[src/rtl/irqwin_pkg.sv]
package irqwin_pkg;

    localparam logic [7:0] OFFS_SELECT = 8'h00;
    localparam logic [7:0] OFFS_WINDOW = 8'h10;
    localparam logic [7:0] OFFS_EOI    = 8'h40;

    localparam logic [7:0] SEL_IDENT   = 8'h00;
    localparam logic [7:0] SEL_VERSION = 8'h01;
    localparam logic [7:0] SEL_ARBIT   = 8'h02;
    localparam logic [7:0] SEL_TABLE   = 8'h10;

    localparam int unsigned IDENT_W   = 4;
    localparam int unsigned IDENT_LSB = 24;
    localparam int unsigned MAXENT_LSB = 16;

    localparam logic [63:0] RO_BITS   = 64'h0000_0000_0000_5000;
    localparam logic [63:0] ENTRY_RST = 64'h0000_0000_0001_0000;

    typedef enum logic [1:0] {
        OK_SELECT,
        OK_WINDOW,
        OK_EOI,
        OK_NONE
    } off_kind_e;

    typedef enum logic [2:0] {
        WR_IDENT,
        WR_VERSION,
        WR_ARBIT,
        WR_ENTRY,
        WR_NONE
    } win_reg_e;

    typedef struct packed {
        win_reg_e   kind;
        logic       hi;
        logic [7:0] slot;
    } win_dec_t;

    typedef struct packed {
        logic [7:0]  dest;
        logic [38:0] rsvd;
        logic        mask;
        logic        trig;
        logic        rirr;
        logic        pol;
        logic        dlv;
        logic        dmode;
        logic [2:0]  dlvmode;
        logic [7:0]  vec;
    } rte_t;

    function automatic off_kind_e classify_offset(input logic [7:0] off);
        case (off)
            OFFS_SELECT: return OK_SELECT;
            OFFS_WINDOW: return OK_WINDOW;
            OFFS_EOI:    return OK_EOI;
            default:     return OK_NONE;
        endcase
    endfunction

    function automatic win_dec_t decode_select(input logic [7:0] sel,
                                               input int unsigned pins);
        win_dec_t d;
        logic [7:0] rel;
        rel    = sel - SEL_TABLE;
        d.kind = WR_NONE;
        d.hi   = sel[0];
        d.slot = {1'b0, rel[7:1]};
        if (sel == SEL_IDENT)        d.kind = WR_IDENT;
        else if (sel == SEL_VERSION) d.kind = WR_VERSION;
        else if (sel == SEL_ARBIT)   d.kind = WR_ARBIT;
        else if (sel >= SEL_TABLE && {24'd0, sel} < 32'(16 + 2 * pins))
            d.kind = WR_ENTRY;
        return d;
    endfunction

endpackage

[src/rtl/win_decode.sv]
module win_decode
    import irqwin_pkg::*;
#(
    parameter int unsigned NUM_PINS = 24
) (
    input  logic [7:0] off,
    input  logic [7:0] sel,
    output off_kind_e  okind,
    output win_dec_t   wdec
);
    always_comb begin
        okind = classify_offset(off);
        wdec  = decode_select(sel, NUM_PINS);
    end
endmodule

[src/rtl/rte_store.sv]
module rte_store
    import irqwin_pkg::*;
#(
    parameter int unsigned NUM_PINS = 24,
    parameter int unsigned IDX_W    = 5
) (
    input  logic             clk,
    input  logic             rst,
    input  logic             bus_we,
    input  logic [IDX_W-1:0] bus_idx,
    input  logic [63:0]      bus_val,
    input  logic             st_we,
    input  logic [IDX_W-1:0] st_idx,
    input  logic             st_dlv,
    input  logic             st_rirr,
    input  logic [IDX_W-1:0] rd_a_idx,
    output rte_t             rd_a_val,
    input  logic [IDX_W-1:0] rd_b_idx,
    output rte_t             rd_b_val
);
    rte_t ent_w [NUM_PINS];

    for (genvar g = 0; g < NUM_PINS; g++) begin : g_ent
        rte_t q;
        rte_t nxt;

        always_comb begin
            nxt = q;
            if (st_we && st_idx == IDX_W'(g)) begin
                nxt.dlv  = st_dlv;
                nxt.rirr = st_rirr;
            end
            if (bus_we && bus_idx == IDX_W'(g)) begin
                nxt = rte_t'((bus_val & ~RO_BITS) | (64'(nxt) & RO_BITS));
                if (!nxt.trig) nxt.rirr = 1'b0;
            end
        end

        always_ff @(posedge clk) begin
            if (rst) q <= rte_t'(ENTRY_RST);
            else     q <= nxt;
        end

        assign ent_w[g] = q;
    end

    always_comb begin
        rd_a_val = rte_t'(ENTRY_RST);
        rd_b_val = rte_t'(ENTRY_RST);
        if (32'(rd_a_idx) < NUM_PINS) rd_a_val = ent_w[rd_a_idx];
        if (32'(rd_b_idx) < NUM_PINS) rd_b_val = ent_w[rd_b_idx];
    end
endmodule

[src/rtl/irq_window_regs.sv]
module irq_window_regs
    import irqwin_pkg::*;
#(
    parameter int unsigned NUM_PINS = 24,
    parameter logic [7:0]  VERSION  = 8'h20,
    parameter int unsigned ADDR_W   = 12,
    localparam int unsigned IDX_W   = (NUM_PINS > 1) ? $clog2(NUM_PINS) : 1
) (
    input  logic              clk,
    input  logic              rst,
    input  logic              req_valid,
    input  logic              req_write,
    input  logic              req_size32,
    input  logic [ADDR_W-1:0] req_addr,
    input  logic [31:0]       req_wdata,
    output logic              rd_valid,
    output logic [31:0]       rd_data,
    input  logic              stat_we,
    input  logic [IDX_W-1:0]  stat_idx,
    input  logic              stat_dlv,
    input  logic              stat_rirr,
    output logic              tbl_upd_valid,
    output logic [IDX_W-1:0]  tbl_upd_idx,
    output logic [63:0]       tbl_upd_entry,
    output logic              svc_req,
    output logic              eoi_valid,
    output logic [7:0]        eoi_vector
);
    localparam bit EOI_EN = (VERSION == 8'h20);
    localparam logic [31:0] VER_WORD =
        {8'h00, 8'(NUM_PINS - 1), 8'h00, VERSION};

    logic [7:0]         sel_q;
    logic [IDENT_W-1:0] ident_q;
    off_kind_e          okind;
    win_dec_t           wdec;
    rte_t               cur_ent;
    rte_t               upd_ent;
    logic [63:0]        bus_val;
    logic [31:0]        rd_word;
    logic [31:0]        ident_word;
    logic               wr_go, rd_go, win_ok, ent_wr, eoi_hit;
    logic [IDX_W-1:0]   ent_idx;

    win_decode #(.NUM_PINS(NUM_PINS)) u_dec (
        .off   (req_addr[7:0]),
        .sel   (sel_q),
        .okind (okind),
        .wdec  (wdec)
    );

    assign wr_go   = req_valid & req_write;
    assign rd_go   = req_valid & ~req_write;
    assign win_ok  = (okind == OK_WINDOW) & req_size32;
    assign ent_wr  = wr_go & win_ok & (wdec.kind == WR_ENTRY);
    assign ent_idx = wdec.slot[IDX_W-1:0];
    assign eoi_hit = EOI_EN & wr_go & req_size32 & (okind == OK_EOI);

    assign bus_val = wdec.hi ? {req_wdata, cur_ent[31:0]}
                             : {cur_ent[63:32], req_wdata};

    rte_store #(.NUM_PINS(NUM_PINS), .IDX_W(IDX_W)) u_tbl (
        .clk      (clk),
        .rst      (rst),
        .bus_we   (ent_wr),
        .bus_idx  (ent_idx),
        .bus_val  (bus_val),
        .st_we    (stat_we),
        .st_idx   (stat_idx),
        .st_dlv   (stat_dlv),
        .st_rirr  (stat_rirr),
        .rd_a_idx (ent_idx),
        .rd_a_val (cur_ent),
        .rd_b_idx (tbl_upd_idx),
        .rd_b_val (upd_ent)
    );

    assign tbl_upd_entry = upd_ent;
    assign ident_word    = 32'(ident_q) << IDENT_LSB;

    always_comb begin
        rd_word = '0;
        case (okind)
            OK_SELECT: rd_word = {24'd0, sel_q};
            OK_WINDOW: begin
                if (req_size32) begin
                    case (wdec.kind)
                        WR_IDENT, WR_ARBIT: rd_word = ident_word;
                        WR_VERSION:         rd_word = VER_WORD;
                        WR_ENTRY:           rd_word = wdec.hi ? cur_ent[63:32]
                                                              : cur_ent[31:0];
                        default:            rd_word = '0;
                    endcase
                end
            end
            default: rd_word = '0;
        endcase
    end

    always_ff @(posedge clk) begin
        if (rst) begin
            sel_q         <= '0;
            ident_q       <= '0;
            rd_valid      <= 1'b0;
            rd_data       <= '0;
            tbl_upd_valid <= 1'b0;
            tbl_upd_idx   <= '0;
            svc_req       <= 1'b0;
            eoi_valid     <= 1'b0;
            eoi_vector    <= '0;
        end else begin
            rd_valid      <= rd_go;
            if (rd_go) rd_data <= rd_word;
            if (wr_go && okind == OK_SELECT) sel_q <= req_wdata[7:0];
            if (wr_go && win_ok && wdec.kind == WR_IDENT)
                ident_q <= req_wdata[IDENT_LSB +: IDENT_W];
            tbl_upd_valid <= ent_wr;
            svc_req       <= ent_wr;
            if (ent_wr) tbl_upd_idx <= ent_idx;
            eoi_valid     <= eoi_hit;
            if (eoi_hit) eoi_vector <= req_wdata[7:0];
        end
    end
endmodule

[config.mk]
export PLATFORM = sky130hd
export DESIGN_NAME = irq_window_regs
export DESIGN_NICKNAME = d
export VERILOG_FILES = /design/src/rtl/irqwin_pkg.sv /design/src/rtl/win_decode.sv /design/src/rtl/rte_store.sv /design/src/rtl/irq_window_regs.sv
export SDC_FILE = /design/constraint.sdc
export NUM_CORES = 2
export LEC_CHECK = 0
export BUFFER_PORTS_ARGS = -buffer_cell sky130_fd_sc_hd__buf_2
export CAP_MARGIN = 20
export CORE_MARGIN = 8
export CORE_UTILIZATION = 30
export DETAILED_ROUTE_END_ITERATION = 7
export MAX_ROUTING_LAYER = met4
export PLACE_DENSITY_LB_ADDON = 0.25
export SETUP_SLACK_MARGIN = 0.02
export SYNTH_ARGS = -nofsm -noshare
export SYNTH_HDL_FRONTEND = slang
export SYNTH_SLANG_ARGS = --single-unit
[constraint.sdc]
create_clock -name clk -period 3.4 [get_ports clk]
set_clock_uncertainty 0.2 [all_clocks]
set_input_delay 0.17 -clock clk [delete_from_list [all_inputs] [get_ports clk]]
set_output_delay 0.17 -clock clk [all_outputs]
set_load 0.05 [all_outputs]
==> results.py <==
metrics = {
    "global_routing": {
        "grt_overflow": 0,
        "grt_pass1_wl_mm": 501,
        "grt_pass1_vias": 67100,
        "antenna_found_initial": 9,
        "grt_usage_pct": 24.8,
        "grt_max_degree": 214,
    },
    "clocking": {
        "cts_tree": "built",
        "clk_transition_reported_paths_ns": 0.06,
        "cts_max_path_buffers": 3,
        "cts_sinks": 1596,
        "clockRootBuffer": "clkbuf_16",
        "clock_latency_ns": 0.86,
        "htreeDepth": 4,
        "cts-buffers-inserted": 183,
    },
    "finish": {
        "utilization_pct": 38.4,
        "drive_above_1_share_pct": 28.2,
        "num-nets-final": 8081,
        "n_fill_cell": 25300,
        "multiInputGateArea_um2": 44400,
        "area_growth_syn_to_layout_pct": 27.6,
        "ff_latch_area_um2": 32000,
    },
    "pwr": {
        "p_leak_nw": 30.9,
        "power_density_nw_per_um2": 398,
        "p_total_mw": 40.2,
        "ir_drop_uv": 596,
    },
    "critical_path": {
        "path_class": "reg -> out",
        "arrival_ns": 3.31,
        "setup.worst_path.end_class": "primary output",
        "required_ns": 3.03,
        "critPathLaunchType": "flop",
        "cp_max_fo": 7,
    },
    "yosys": {
        "synth_largest_area_cell": "dfxtp_1",
        "synth_edf_count": 0,
        "synth-main-ff-cell": "dfxtp_1",
        "ys_async_sr_fraction_pct": 0,
        "ys_ff_latch": 1596,
        "yosys_warnings": 0,
        "netlist_instances": 7690,
        "syn_area_um2": 79100,
        "synthTopCellsByArea": "dfxtp_1, mux4_2, a211oi_1",
        "syn-num-nets": 7750,
        "synth_most_common_cell": "dfxtp_1",
        "synthTopCellsByCount": "dfxtp_1, nor2_1, a211oi_1",
        "synth.top_cell.area_share_pct": 40.4,
        "synth_cell_types": 58,
        "syn_area_per_cell_um2": 10.3,
        "seq_area_frac_synth_pct": 40.4,
    },
    "drt": {
        "via_count": 69500,
        "drc": 0,
        "firstDrtPassIters": 6,
        "viasPerCell": 5.95,
        "wire_per_inst_um": 30.2,
        "drt_iter0_drc": 8002,
        "routed_wl_mm": 353,
        "ant_nets": 0,
    },
    "placed_design": {
        "place.gp.congestion": 0.867,
        "io_buffers": 165,
        "hpwl_mm": 223,
        "pre_cts_slack_ns": -0.233,
    },
    "run_status": {
        "status": "finished, violations left",
        "violations": "setup timing",
    },
    "sta": {
        "maxSlewViolCount": 0,
        "max_freq_mhz": 272,
        "hold_viol_final": 0,
        "setup_ws_ns": -0.283,
        "rsz0062_at_grt": "true",
        "relSlewSlack_pct": 23.6,
        "setup_viol": 64,
        "worst_pin_slew_ns": 1.15,
        "fin_crit_ns": 3.68,
        "fin_crit_sh_pct": 108,
    },
    "floorplanning": {
        "die_width_um": 529,
        "core_area_um2": 262000,
        "placementRows": 188,
        "io_pins": 170,
        "die_height_um": 529,
        "start_util_pct": 30.1,
        "die_area_um2": 280000,
    },
    "flow_run": {
        "max_cap_violations": 0,
    },
    "min_path": {
        "min_path_type": "in -> reg",
    },
}
[state kept, by name (all words and copies together) (netlist names), named ones only]
signal,flops
eoi_valid,1
eoi_vector,8
ident_q,4
rd_data,32
rd_valid,1
sel_q,8
svc_req,1
tbl_upd_idx,5
u_tbl.ent_w,1512
[critical path: stages (launching register included)]
cell     delay [ns]
dfxtp_4        0.37
buf_12         0.16
buf_16         0.17
buf_16         0.16
mux4_2         0.54
mux4_2         0.50
inv_2          0.10
o22ai_4        0.16
buf_6          0.25
[kinds of logic after synthesis]
| kind of cell | after synthesis | synth area share [%] |
|---|---|---|
| AO/OA/AOI/OAI | 2042 | 18.8 |
| AND/OR/NAND/NOR | 1934 | 10.3 |
| flip-flops | 1596 | 40.4 |
| multiplexers | 1113 | 25.1 |
| buffers and inverters | 1002 | 5.42 |
| adder cells (fa/ha/maj) | 3 | 0.0475 |
[metal layers]
layer	wire length, um	GRT usage (%)
met4	16600	10.5
met3	30300	4.83
met5	0	-
met1	148000	32.5
met2	159000	37.6
[stage by stage]
| step | setup TNS, ns | cells | hold slack, ns | area [um^2] |
|---|---|---|---|---|
| finish | -12.19 | 11700 | 0.0945 | 101000 |
| global route | -15.66 | 11700 | 0.0718 | 101000 |
| CTS | -15.60 | 11600 | 0.0256 | 100000 |
| detailed placement | -7.52 | 11100 | 0.228 | 90000 |
| global placement | -10.42 | 11100 | 0.229 | 90000 |
| floorplan | 0 | 7690 | 0.114 | 79800 |
[timing repair]
action                                  in CTS  in global routing
endpoints found under the setup margin     236                955
hold buffers                                82                  0
pin swaps                                   15                 19
buffers inserted                           105                 63
gates resized for setup                    360                 78
endpoints found under the hold margin     1566                  0
cloned                                      33                  7
[power by group]
group	switching [mW]	leakage, nW	internal (mW)
combinational	0.684	15.0	0.237
clock	8.61	3.05	11.9
sequential	0.00362	12.9	18.7
[final cells by class]
type                            count  area share (%)
Inverter                           69           0.274
Tap cell                         3515            4.36
Clock inverter                     64           0.789
Sequential cell                  1596            31.7
Antenna cell                        5          0.0124
Clock buffer                      265            5.34
Timing Repair Buffer             1079            13.5
Multi-Input combinational cell   5092            44.0
[path summary, 6_finish.rpt]
check | from | endpoint | slack [ns] | depth (start not counted)
max | tbl_upd_idx[0] | tbl_upd_entry[39] | -0.28 | 8
min | rst | ident_q[2] | 0.09 | 3
max reg2reg | sel_q[1] | rd_data[24] | 0.02 | 10
min reg2reg | rd_data[17] | rd_data[17] | 0.24 | 2
[cell usage in the layout, fill, tap and decap left out, types with 8 or more instances in the layout]
master / netlist / layout
clkinv_2: 0 / 34
clkbuf_16: 0 / 195
o21ai_0: 94 / 91
dfxtp_4: 0 / 9
nor2_1: 1505 / 1500
o221ai_1: 9 / 9
buf_2: 297 / 100
inv_2: 1 / 57
o22ai_4: 0 / 59
a22oi_1: 127 / 126
clkbuf_8: 0 / 39
buf_12: 0 / 314
mux4_2: 696 / 696
a21oi_2: 0 / 30
or3_1: 16 / 15
clkbuf_1: 539 / 38
nand3b_1: 53 / 53
a211oi_1: 1408 / 1407
dlygate4sd3_1: 0 / 81
buf_6: 2 / 76
a21oi_1: 117 / 87
a211oi_2: 20 / 21
mux2i_2: 0 / 36
a221oi_1: 29 / 28
nor3_4: 9 / 23
a22o_1: 32 / 32
o22ai_1: 132 / 69
buf_4: 37 / 425
nand2b_1: 11 / 8
a31oi_1: 31 / 31
dfxtp_1: 1596 / 1586
buf_8: 0 / 28
nand2_1: 100 / 97
a2111oi_0: 19 / 12
bufinv_16: 0 / 12
mux2i_1: 415 / 376
buf_16: 0 / 41
nor3_1: 128 / 102
nor3_2: 13 / 25
nand3_1: 41 / 40
(Power assumes the default switching activity.)
